### config.mk
export PLATFORM = sky130hd
export DESIGN_NAME = clk_root_mux_div
export DESIGN_NICKNAME = d
export VERILOG_FILES = /design/src/rtl/mdv_pkg.sv /design/src/rtl/mdv_regs.sv /design/src/rtl/mdv_src_sel.sv /design/src/rtl/mdv_frac_div.sv /design/src/rtl/clk_root_mux_div.sv
export SDC_FILE = /design/constraint.sdc
export NUM_CORES = 1
export LEC_CHECK = 0
export ABC_AREA = 1
export BUFFER_PORTS_ARGS = -buffer_cell sky130_fd_sc_hd__clkbuf_2
export CAP_MARGIN = 25
export CORE_ASPECT_RATIO = 1.1
export CORE_MARGIN = 2
export CORE_UTILIZATION = 45
export DETAILED_ROUTE_END_ITERATION = 6
export PLACE_DENSITY = 0.69
export SETUP_SLACK_MARGIN = 0.1
export SLEW_MARGIN = 20
export SYNTH_ARGS = -nofsm -noshare
export SYNTH_HDL_FRONTEND = slang
export SYNTH_SLANG_ARGS = --single-unit
### constraint.sdc
create_clock -name clk_ref -period 3.56 [get_ports clk_ref]
set_input_delay 0.178 -clock clk_ref [delete_from_list [all_inputs] [get_ports clk_ref]]
set_output_delay 0.178 -clock clk_ref [all_outputs]
set_load 0.1 [all_outputs]
### src/rtl/mdv_pkg.sv
package mdv_pkg;

  localparam int unsigned CMD_OFS   = 0;
  localparam int unsigned CFG_OFS   = 4;
  localparam int unsigned UPD_BIT   = 0;
  localparam int unsigned DIRTY_BIT = 4;
  localparam int unsigned OFF_BIT   = 31;

  typedef enum logic [1:0] {
    SEL_NONE = 2'd0,
    SEL_CMD  = 2'd1,
    SEL_CFG  = 2'd2
  } reg_sel_e;

  // Pack the command word from its three live bits.
  function automatic logic [31:0] pack_cmd(input logic upd, input logic dirty,
                                           input logic off);
    logic [31:0] w;
    w = '0;
    w[UPD_BIT]   = upd;
    w[DIRTY_BIT] = dirty;
    w[OFF_BIT]   = off;
    return w;
  endfunction

  // Denominator of the output ratio 2/(field+1).
  function automatic int unsigned ratio_den(input int unsigned fld);
    return fld + 1;
  endfunction

endpackage

### src/rtl/mdv_regs.sv
module mdv_regs
  import mdv_pkg::*;
#(
  parameter int unsigned ADDR_W  = 3,
  parameter int unsigned SRC_POS = 8,
  parameter int unsigned SRC_W   = 3,
  parameter int unsigned DIV_POS = 0,
  parameter int unsigned DIV_W   = 5
) (
  input  logic              clk,
  input  logic              rst_n,
  input  logic              reg_we,
  input  logic [ADDR_W-1:0] reg_addr,
  input  logic [31:0]       reg_wdata,
  output logic [31:0]       reg_rdata,
  input  logic              commit,
  input  logic              root_off,
  output logic [SRC_W-1:0]  stg_src,
  output logic [DIV_W-1:0]  stg_div,
  output logic              upd_q,
  output logic              upd_set
);

  localparam logic [31:0] CFG_RST = 32'd1 << DIV_POS;

  reg_sel_e    sel;
  logic        cfg_wr;
  logic        dirty_q;
  logic [31:0] cfg_q;

  always_comb begin
    if (reg_addr == ADDR_W'(CMD_OFS))      sel = SEL_CMD;
    else if (reg_addr == ADDR_W'(CFG_OFS)) sel = SEL_CFG;
    else                                   sel = SEL_NONE;
  end

  assign cfg_wr  = reg_we && (sel == SEL_CFG);
  assign upd_set = reg_we && (sel == SEL_CMD) && reg_wdata[UPD_BIT];

  always_ff @(posedge clk or negedge rst_n) begin
    if (!rst_n) begin
      cfg_q   <= CFG_RST;
      upd_q   <= 1'b0;
      dirty_q <= 1'b0;
    end else begin
      if (cfg_wr) cfg_q <= reg_wdata;
      if (upd_set)     upd_q <= 1'b1;
      else if (commit) upd_q <= 1'b0;
      if (cfg_wr)      dirty_q <= 1'b1;
      else if (commit) dirty_q <= 1'b0;
    end
  end

  assign stg_src = cfg_q[SRC_POS +: SRC_W];
  assign stg_div = cfg_q[DIV_POS +: DIV_W];

  always_comb begin
    case (sel)
      SEL_CMD: reg_rdata = pack_cmd(upd_q, dirty_q, root_off);
      SEL_CFG: reg_rdata = cfg_q;
      default: reg_rdata = '0;
    endcase
  end

  assert_dirty_after_write_R3: assert property (@(posedge clk) disable iff (!rst_n)
    cfg_wr |=> dirty_q);
  assert_upd_clears_R5: assert property (@(posedge clk) disable iff (!rst_n)
    (commit && !upd_set) |=> !upd_q);
  assert_upd_hold_R4: assert property (@(posedge clk) disable iff (!rst_n)
    (upd_q && !commit) |=> upd_q);

endmodule

### src/rtl/mdv_src_sel.sv
module mdv_src_sel #(
  parameter int unsigned NUM_SRC = 4,
  parameter int unsigned SRC_W   = 3
) (
  input  logic [SRC_W-1:0]   act_src,
  input  logic [NUM_SRC-1:0] src_tick,
  input  logic [NUM_SRC-1:0] src_ok,
  output logic               tick_sel,
  output logic               running
);

  logic [NUM_SRC-1:0] hit;

  for (genvar i = 0; i < NUM_SRC; i++) begin : g_hit
    assign hit[i] = (act_src == SRC_W'(i));
  end

  assign running  = |(hit & src_ok);
  assign tick_sel = |(hit & src_ok & src_tick);

endmodule

### src/rtl/mdv_frac_div.sv
module mdv_frac_div #(
  parameter int unsigned DIV_W = 5
) (
  input  logic           clk,
  input  logic           rst_n,
  input  logic           tick_in,
  input  logic [DIV_W:0] den,
  input  logic           restart,
  output logic           out_en,
  output logic           boundary
);

  localparam int unsigned SUM_W = DIV_W + 2;

  logic [DIV_W:0]   acc_q, acc_n;
  logic             extra_q, extra_n;
  logic             pulse;
  logic [SUM_W-1:0] sum;
  logic [SUM_W-1:0] den_x;

  assign den_x = SUM_W'(den);

  always_comb begin
    pulse   = extra_q;
    extra_n = 1'b0;
    sum     = SUM_W'(acc_q);
    if (tick_in) begin
      sum = SUM_W'(acc_q) + SUM_W'(2);
      if (sum >= den_x) begin
        sum = sum - den_x;
        if (pulse) extra_n = 1'b1;
        else       pulse   = 1'b1;
        if (sum >= den_x) begin
          sum     = sum - den_x;
          extra_n = 1'b1;
        end
      end
    end
    acc_n = sum[DIV_W:0];
  end

  assign boundary = pulse && !extra_n;

  always_ff @(posedge clk or negedge rst_n) begin
    if (!rst_n) begin
      acc_q   <= '0;
      extra_q <= 1'b0;
      out_en  <= 1'b0;
    end else begin
      out_en <= pulse;
      if (restart) begin
        acc_q   <= '0;
        extra_q <= 1'b0;
      end else begin
        acc_q   <= acc_n;
        extra_q <= extra_n;
      end
    end
  end

  assert_pulse_source_R6: assert property (@(posedge clk) disable iff (!rst_n)
    out_en |-> $past(tick_in || extra_q));
  assert_extra_only_den1_R6: assert property (@(posedge clk) disable iff (!rst_n)
    extra_q |-> $past(den == (DIV_W+1)'(1)));
  assert_phase_below_den_R9: assert property (@(posedge clk) disable iff (!rst_n)
    $past(restart) |-> (acc_q == '0));

endmodule

### src/rtl/clk_root_mux_div.sv
module clk_root_mux_div
  import mdv_pkg::*;
#(
  parameter int unsigned ADDR_W  = 3,
  parameter int unsigned NUM_SRC = 4,
  parameter int unsigned SRC_W   = 3,
  parameter int unsigned SRC_POS = 8,
  parameter int unsigned DIV_W   = 5,
  parameter int unsigned DIV_POS = 0
) (
  input  logic               clk_ref,
  input  logic               rst_n,
  input  logic               reg_we,
  input  logic [ADDR_W-1:0]  reg_addr,
  input  logic [31:0]        reg_wdata,
  output logic [31:0]        reg_rdata,
  input  logic [NUM_SRC-1:0] src_tick,
  input  logic [NUM_SRC-1:0] src_ok,
  output logic               out_en
);

  logic [SRC_W-1:0] stg_src, act_src;
  logic [DIV_W-1:0] stg_div, act_div;
  logic [DIV_W:0]   den;
  logic             upd_q, upd_set;
  logic             tick_sel, running, root_off;
  logic             boundary, commit;

  assign root_off = !running;
  assign commit   = upd_q && (boundary || root_off);
  assign den      = (DIV_W+1)'(ratio_den(32'(act_div)));

  mdv_regs #(
    .ADDR_W (ADDR_W), .SRC_POS(SRC_POS), .SRC_W(SRC_W),
    .DIV_POS(DIV_POS), .DIV_W(DIV_W)
  ) regs_i (
    .clk(clk_ref), .rst_n(rst_n), .reg_we(reg_we), .reg_addr(reg_addr),
    .reg_wdata(reg_wdata), .reg_rdata(reg_rdata), .commit(commit),
    .root_off(root_off), .stg_src(stg_src), .stg_div(stg_div),
    .upd_q(upd_q), .upd_set(upd_set)
  );

  mdv_src_sel #(.NUM_SRC(NUM_SRC), .SRC_W(SRC_W)) sel_i (
    .act_src(act_src), .src_tick(src_tick), .src_ok(src_ok),
    .tick_sel(tick_sel), .running(running)
  );

  mdv_frac_div #(.DIV_W(DIV_W)) div_i (
    .clk(clk_ref), .rst_n(rst_n), .tick_in(tick_sel), .den(den),
    .restart(commit), .out_en(out_en), .boundary(boundary)
  );

  always_ff @(posedge clk_ref or negedge rst_n) begin
    if (!rst_n) begin
      act_src <= '0;
      act_div <= DIV_W'(1);
    end else if (commit) begin
      act_src <= stg_src;
      act_div <= stg_div;
    end
  end

  assert_active_on_commit_R2: assert property (@(posedge clk_ref) disable iff (!rst_n)
    (!$stable(act_src) || !$stable(act_div)) |-> $past(commit));
  assert_commit_at_edge_R5: assert property (@(posedge clk_ref) disable iff (!rst_n)
    $past(upd_q && !upd_set) && !upd_q |-> $past(boundary || !running));
  assert_off_no_pulse_R8: assert property (@(posedge clk_ref) disable iff (!rst_n)
    ($past(!running) && $past(!out_en) && !$past(boundary)) |-> !out_en);

endmodule

-- After elaboration in Yosys (flattened, before gate mapping)
Cells that the tools add are included.
- register bits after elaboration: 50
- output and inout port bits: 33
- logic and storage cells: 54
- $add $sub $neg: 4
- order comparisons: 2
- equality and inequality tests: 6
- muxes and demuxes: 17
- bitwise operators: 2
- reductions and logical operators: 15
- operators by type and width (kind ; number):
    32-bit case mux with 2 select lines ; 1
    6-bit 2-to-1 mux ; 4
    7-bit by 6-bit greater-or-equal comparator with 1-bit output ; 2
    1-bit 2-to-1 mux ; 10
    4-bit AND ; 2
    4-bit OR reduction ; 2
    6-bit by 2-bit adder with 7-bit output, second input constant ; 1
    7-bit by 6-bit subtractor with 7-bit output ; 1
    5-bit by 1-bit adder with 6-bit output, second input constant ; 1
    3-bit by 2-bit equality test with 1-bit output, second input constant ; 2
    3-bit zero test ; 2
    2-bit nonzero test ; 3
    6-bit subtractor ; 1
    1-bit logical AND ; 5
    2-bit 2-to-1 mux ; 2
    3-bit by 1-bit equality test with 1-bit output, second input constant ; 1
    3-bit equality test, second input constant ; 1
    2-bit by 1-bit equality test with 1-bit output, second input constant ; 1
    2-bit equality test, second input constant ; 1
    1-bit zero test ; 2
    1-bit logical OR ; 1

-- Depth between registers and ports, before layout
Gate-level depths: netlist of run 1.
- depth in word-level cells: 12
- gate-level depth with buffers: 26
- mapped depth without buffers: 25

-- Modules after synthesis
Synthesis of run 1 repeated with hierarchy kept, for this count alone.
- cell total of the unflattened synthesis: 499
- area total of the unflattened synthesis: 3529.6 sq um
- modules (own cells, without submodules) (module ; instances ; cells each ; area each (sq um) ; seq. area each (sq um)):
    mdv_regs ; 1 ; 234 ; 1808.0 ; 852.1
    mdv_frac_div ; 1 ; 188 ; 1186.1 ; 200.2
    clk_root_mux_div ; 1 ; 52 ; 429.2 ; 201.4
    mdv_src_sel ; 1 ; 25 ; 106.4 ; 0.0

-- Worst setup path after synthesis of run 1
OpenSTA, ideal clock, no wires.
- path kind: flip-flop to flip-flop
- start: reg act_div[0]
- end: reg div_i.acc_q[1]
- library setup time: 63 ps
- data arrival time: 3214 ps
- path slack: 283 ps
- stages on the path, launching flop included: 24
- buffers on the path: 1
- path through: dfstp_2 ha_1 inv_1 nand2_2 nand2_2 ha_1 a21o_1 a31oi_1 xor2_1 inv_1 ha_1 nand2_1 nor2_1 nand3_1 a21oi_1 nand3_2 nand3_2 nand2_2 nand2_2 nand2_4 nand2_4 buf_6 nand2_1 inv_1
- cells in the longest elaborated chain, start to end: 11
- RTL lines (element ; line ; text):
    from (decl) ; clk_root_mux_div.sv:23 ; logic [DIV_W-1:0] stg_div, act_div;
    from (signal assigned) ; clk_root_mux_div.sv:59 ; act_div <= stg_div;
    5-bit by 1-bit adder with 6-bit output (*) ; mdv_pkg.sv:28 ; return fld + 1;
    7-bit by 6-bit subtractor with 7-bit output ; mdv_frac_div.sv:30 ; sum = sum - den_x;
    7-bit by 6-bit greater-or-equal comparator with 1-bit output ; mdv_frac_div.sv:33 ; if (sum >= den_x) begin
    1-bit 2-to-1 mux ; mdv_frac_div.sv:33 ;
    1-bit 2-to-1 mux ; mdv_frac_div.sv:29 ; if (sum >= den_x) begin
    1-bit 2-to-1 mux ; mdv_frac_div.sv:27 ; if (tick_in) begin
    1-bit zero test ; mdv_frac_div.sv:42 ; assign boundary = pulse && !extra_n;
    1-bit logical AND ; mdv_frac_div.sv:42 ;
    1-bit logical OR ; clk_root_mux_div.sv:30 ; assign commit = upd_q && (boundary || root_off);
    1-bit logical AND ; clk_root_mux_div.sv:30 ;
    6-bit 2-to-1 mux / 2-bit nonzero test (equally long branches) ; n/a ;
    to (signal assigned) ; mdv_frac_div.sv:55 ; acc_q <= acc_n;
    to (decl) ; mdv_frac_div.sv:15 ; logic [DIV_W:0] acc_q, acc_n;
Mark *: on every way between the ends. The rest lies on a longest branch, timed or not. The select of a mux whose other input is x is not followed.
A chain may end at the register's enable or synchronous reset.

-- Worst setup path in the final report of run 1
- start: reg act_div[0]
- end: reg act_div[3]
- cells in the longest elaborated chain, start to end: 10
- RTL lines (element ; line):
    5-bit by 1-bit adder with 6-bit output (*) ; mdv_pkg.sv:28
    7-bit by 6-bit subtractor with 7-bit output ; mdv_frac_div.sv:30
    7-bit by 6-bit greater-or-equal comparator with 1-bit output ; mdv_frac_div.sv:33
    1-bit 2-to-1 mux ; mdv_frac_div.sv:33
    1-bit 2-to-1 mux ; mdv_frac_div.sv:29
    1-bit 2-to-1 mux ; mdv_frac_div.sv:27
    1-bit zero test ; mdv_frac_div.sv:42
    1-bit logical AND (*) ; mdv_frac_div.sv:42
    1-bit logical OR (*) ; clk_root_mux_div.sv:30
    1-bit logical AND (*) ; clk_root_mux_div.sv:30
Mark *: on every way between the ends. The rest lies on a longest branch, timed or not.

==> impl_metrics.toml, run 1 <==
[detailed_routing]
ant_nets = 0
post_drt_wl_per_cell_um = 12.5
num_vias = 2992
wirelength_mm = 7.52
drc = 0
dr.pass1.iters = 4
drtIter0Drc = 112
post_drt_via_cell_ratio = 4.99

[logic_synthesis]
synth_top_cell_by_area = "dfrtp_1"
synth_area_leaders = "dfrtp_1 (39%), inv_1 (8.9%), nor2_1 (8.9%)"
synth_fp_nets = 481
synth_top_area_share_pct = 38.6
ys_ff_latch = 50
syn_area_mm2 = 0.00311
synth_warnings = 0
synth_cells = 421
synth_common_cells = "inv_1 (74), nor2_1 (74), nand2_1 (65), dfrtp_1 (48), a21oi_1 (38)"
synth_cell_type_count = 36
synth_edf_count = 0
synth_top_flop_cell = "dfrtp_1"
synthArstFlopShare_pct = 100
syn_area_per_cell_um2 = 7.39
yosysSeqAreaShare_pct = 40.3

[worst_setup_path]
end_kind = "register"
critical_path_class = "register to register"
r2r_end = "act_div[3]"
worstPathMaxFanout = 6
start_kind = "register"
r2r_slack_ns = 0.22
required_ns = 3.75
reg2reg_depth = 22
crit_arrival_ns = 3.53
r2r-start = "act_div[0]"

[sta]
max_freq_mhz = 299
finalHoldViolations = 0
worstMarginPinSlew_ns = 0.627
maxSlewViolCount = 0
setup-violations-final = 0
period_share_pct = 93.9
finClkSkew_ns = 0.0118
max_slew_margin_pct = 58.2
grt_setup_unrepaired = "true"
finalCriticalPeriod_ns = 3.34

[floorplanning]
die_width_um = 83.3
die_area_mm2 = 0.00760
die_y_um = 91.2
ioPinCount = 79
num_rows = 31
start_util_pct = 46.9
core_area_mm2 = 0.00663

[global_routing]
grt_pass1_wl_mm = 11.9
top_usage_layer = "met2"
grt_start_max_net_pins = 51
use_met2_pct = 31.0
grt_use_met1_pct = 24.5
grtUsageMet3_pct = 3.55
grt_pass1_vias = 2706
grt-ovfl-total = 0
antenna_found_initial = 0
grt_usage_pct = 18.9

[final_layout]
multi_input_area_mm2 = 0.00177
nNetsFinal = 577
seqCellArea_mm2 = 0.00125
nFillCells = 604
antennaDiodeCount = 0
drive_gt1_share_pct = 33.6
area_delta_synth_final_pct = 30.9
final_cell_count_no_fill = 600

[placement]
gp_congestion = 1.01
port_buffers = 78
dp.cells = 580
dpl.hpwl_mm = 5.29

[clocking]
cts_max_level = 2
clk_latency_ns = 0.30
cts_buffers = 5
clkTransAtPathRegs_ns = 0.09
clk_path_buf_depth = 2
root_buffer = "clkbuf_8"
cts_tree = "built"
cts.sink_count = 50

[job]
max-cap-violations = 0

[min_path]
hold_path.class = "input pin to register"
whs_path_depth = 2
hp-start = "reg_wdata[31]"
min_to = "regs_i.cfg_q[31]"

[run_status]
status = "finished, final reports clean"
[critical path: stages (launching register included)]
cell and delay (ns):
dfstp_2 0.63, ha_4 0.19, inv_2 0.05, nand2_4 0.07, nand2_4 0.07, ha_4 0.25, a21o_1 0.18, a31oi_2 0.15
xor2_1 0.15, inv_1 0.10, ha_4 0.29, nand2_2 0.05, nor2_2 0.12, nand3_2 0.07, a21oi_2 0.13, nand3_2 0.13
nand3_2 0.09, nand2_2 0.06, nand2_2 0.07, nand2_4 0.10, buf_6 0.16, nand3_2 0.05, nand2_1 0.06
[worst max-delay path by stage]
stage	startpoint	endpoint	slack (ns)	depth (start not counted)
2_1_floorplan	act_div[0]	div_i.acc_q[1]	0.28	23
5_1_grt	act_div[0]	act_div[3]	-0.006	22
4_1_cts	act_div[0]	div_i.acc_q[4]	0.14	23
3_5_place_dp	act_div[0]	div_i.acc_q[4]	0.08	22
6_report	act_div[0]	act_div[3]	0.22	22
3_3_place_gp	act_div[0]	div_i.acc_q[4]	0.14	22
[cells by family after synthesis]
| group | synth area share (%) |
|---|---|
| AOI/OAI and AO/OA | 9.97 |
| and+or+nand+nor | 29.4 |
| DFF | 40.3 |
| muxes | 1.09 |
| xor gates and xnor gates | 2.53 |
| buffers and inverters | 10.9 |
| adders and majority gates | 5.87 |
[state kept, by name, summed over array words and instances (netlist names)]
| name | flops |
|---|---|
| act_src | 3 |
| regs_i.cfg_q | 32 |
| div_i.acc_q | 6 |
| regs_i.dirty_q | 1 |
| div_i.extra_q | 1 |
| act_div | 5 |
| regs_i.upd_q | 1 |
| div_i.out_en | 1 |
[routing by layer]
layer / share of wire, % / routed length, µm / up-vias
met5: 0 / 0 / -
met4: 3.5 / 265 / 0
met3: 4.4 / 334 / 20
met2: 49 / 3700 / 82
met1: 43 / 3210 / 1371
li1: - / - / 1519
[layout make-up]
class                           instances  share of cell area, %
Sequential cell                        50                   30.8
Clock inverter                          1                  0.737
Inverter                               75                   6.97
Tap cell                               82                   2.52
Clock buffer                            7                   1.87
Multi-Input combinational cell        286                   43.5
Timing Repair Buffer                   99                   13.7
[repair_timing]
item,4_1_cts,5_1_grt
pin swaps,0,37
setup buffers,0,10
endpoints found under the hold margin,2,0
gates resized for setup,2,53
hold buffers,1,0
gates cloned,0,1
endpoints found under the setup margin,9,16
[layout by cell type, fill, tap and decap left out, types with 6 or more instances in the layout]
cell type,instances
buf_4,18
dfrtp_1,48
o21ai_0,9
inv_1,67
ha_4,6
nand3_1,25
nand3_2,8
a21oi_1,35
nand2_1,54
nand2_2,17
nor2_1,70
clkbuf_2,78
ha_1,6
nand4_1,10
inv_2,7
[per-stage QoR]
step                      setup WS [ns]   TNS, ns  util (%)  area [µm²]  hold slack, ns
after detailed placement         0.0791         0      54.7        3630           0.327
after CTS                         0.136         0      56.7        3760          0.0997
after global placement            0.135         0      54.7        3630           0.324
after global routing           -0.00563  -0.00697      61.5        4080          0.0955
after floorplan                   0.283         0         -        3110          -0.118
final                             0.216         0      61.5        4080           0.101
Power of run 1 is not shown: default switching activity piles up to over one toggle a cycle in this logic, so the estimate is an artifact.
==> run 2: changes to the inputs <==
- RECOVER_POWER: unset -> 25
==> run 2 against run 1 <==
Critical path type unchanged. Register-to-register slack about the same. Maximum frequency unchanged. Worst setup slack unchanged. Non-clock buffer count unchanged. Flip-flop and latch count unchanged. Wire length unchanged. Critical path depth unchanged. First-iteration DRC count unchanged. Final cell count unchanged. Hold slack unchanged.
==> impl_metrics.toml, run 2 (synthesis results as in run 1) <==
[sta]
max_slew_margin_pct = 18.8
max_freq_mhz = 299
period_share_pct = 93.9
maxSlewViolCount = 0
finClkSkew_ns = 0.0118
grt_setup_unrepaired = "true"
setup_slack_ns = 0.216
setup-violations-final = 0
finalCriticalPeriod_ns = 3.34
worstMarginPinSlew_ns = 1.22
finalHoldViolations = 0

[global_routing]
grt-ovfl-total = 0
grt_pass1_wl_mm = 11.9
grt_pass1_vias = 2706
antenna_found_initial = 0
grt_usage_pct = 18.9
grt_start_max_net_pins = 51

[final_layout]
final_cell_count_no_fill = 600
layout_common_cells = "clkbuf_2 (79), nor2_1 (70), inv_1 (67)"
nNetsFinal = 577
layout_commonest_cell = "clkbuf_2"
drive_gt1_share_pct = 33.6
nFillCells = 605
final_core_util_pct = 61.4
area_delta_synth_final_pct = 30.9
largest_register = "regs_i.cfg_q"
largest_reg_flops = 32
reg_top3 = "regs_i.cfg_q x32, div_i.acc_q x6, act_div x5"
antennaDiodeCount = 0

[placement]
gp_congestion = 1.01
port_buffers = 78
dpl.hpwl_mm = 5.29
dpl_worst_slack_ns = 0.0791
dp.cells = 580

[floorplanning]
die_y_um = 91.2
start_util_pct = 46.9
die_area_mm2 = 0.00760
ioPinCount = 79
num_rows = 31
core_area_mm2 = 0.00663
die_width_um = 83.3

[clocking]
clk_path_buf_depth = 2
clkTransAtPathRegs_ns = 0.09
root_buffer = "clkbuf_8"
cts_max_level = 2
cts_buffers = 5
cts.sink_count = 50
cts_tree = "built"
clk_latency_ns = 0.30

[detailed_routing]
drtIter0Drc = 112
dr.pass1.iters = 4
wirelength_mm = 7.52
num_vias = 2992
drc = 0
ant_nets = 0
post_drt_via_cell_ratio = 4.99
post_drt_wl_per_cell_um = 12.5

[job]
max-cap-violations = 0

[worst_setup_path]
required_ns = 3.75
crit_arrival_ns = 3.53
end_kind = "register"
reg2reg_depth = 22
start_kind = "register"
worstPathMaxFanout = 6
critical_path_class = "register to register"

[min_path]
whs_path_depth = 2
hold_path.class = "input pin to register"

[run_status]
status = "finished, final reports clean"
run 2: cell types whose count changed in the layout (fill, tap and decap cells not counted):
cell      change
clkbuf_2      +1
buf_4         -1
run 2: repair_timing:
action                                  CTS  global route
buffers inserted                          0            10
endpoints found under the hold margin     2             0
gates cloned                              0             1
hold buffers                              1             0
endpoints found under the setup margin    9            16
gates resized for setup                   2            53
pin swaps                                 0            37
run 2: cell type report:
class	instances	area, µm²	area share (%)
clock inverters	1	30.0	0.737
inverters	75	284	6.97
repair buffers	99	556	13.6
multi-input cells	286	1770	43.5
clock buffers	7	76.3	1.87
well taps	82	103	2.52
flip-flops and latches	50	1250	30.8
run 2: metrics by stage:
stage | TNS (ns) | hold slack, ns | cell area (µm²)
6_report | 0 | 0.101 | 4070
4_1_cts | 0 | 0.0997 | 3760
5_1_grt | -0.00697 | 0.0955 | 4070
3_3_place_gp | 0 | 0.324 | 3630
2_1_floorplan | 0 | -0.118 | 3110
3_5_place_dp | 0 | 0.327 | 3630
run 2: layer usage:
layer | share of wire [%] | global-route usage, %
met3 | 4.4 | 3.55
met5 | 0 | 0
met4 | 3.5 | 7.38
met1 | 43 | 24.5
met2 | 49 | 31.0
run 2: final timing paths:
check | start | endpoint | slack (ns)
setup / recovery | act_div[0] | act_div[3] | 0.22
hold / removal | reg_wdata[31] | regs_i.cfg_q[31] | 0.10
setup reg to reg | act_div[0] | act_div[3] | 0.22
hold reg to reg | act_src[2] | act_src[2] | 0.48
max in group asynchronous | rst_n | regs_i.cfg_q[5] | 2.07
min in group asynchronous | rst_n | regs_i.cfg_q[26] | 0.74
run 2: worst max-delay path, stage by stage (launching register included):
cell and delay [ns]:
dfstp_2 0.63, ha_4 0.19, inv_2 0.05, nand2_4 0.07, nand2_4 0.07, ha_4 0.25
a21o_1 0.18, a31oi_2 0.15, xor2_1 0.15, inv_1 0.10, ha_4 0.29, nand2_2 0.05
nor2_2 0.12, nand3_2 0.07, a21oi_2 0.13, nand3_2 0.13, nand3_2 0.09, nand2_2 0.06
nand2_2 0.07, nand2_4 0.10, buf_6 0.16, nand3_2 0.05, nand2_1 0.06
Power of run 2 is left out for the same reason.
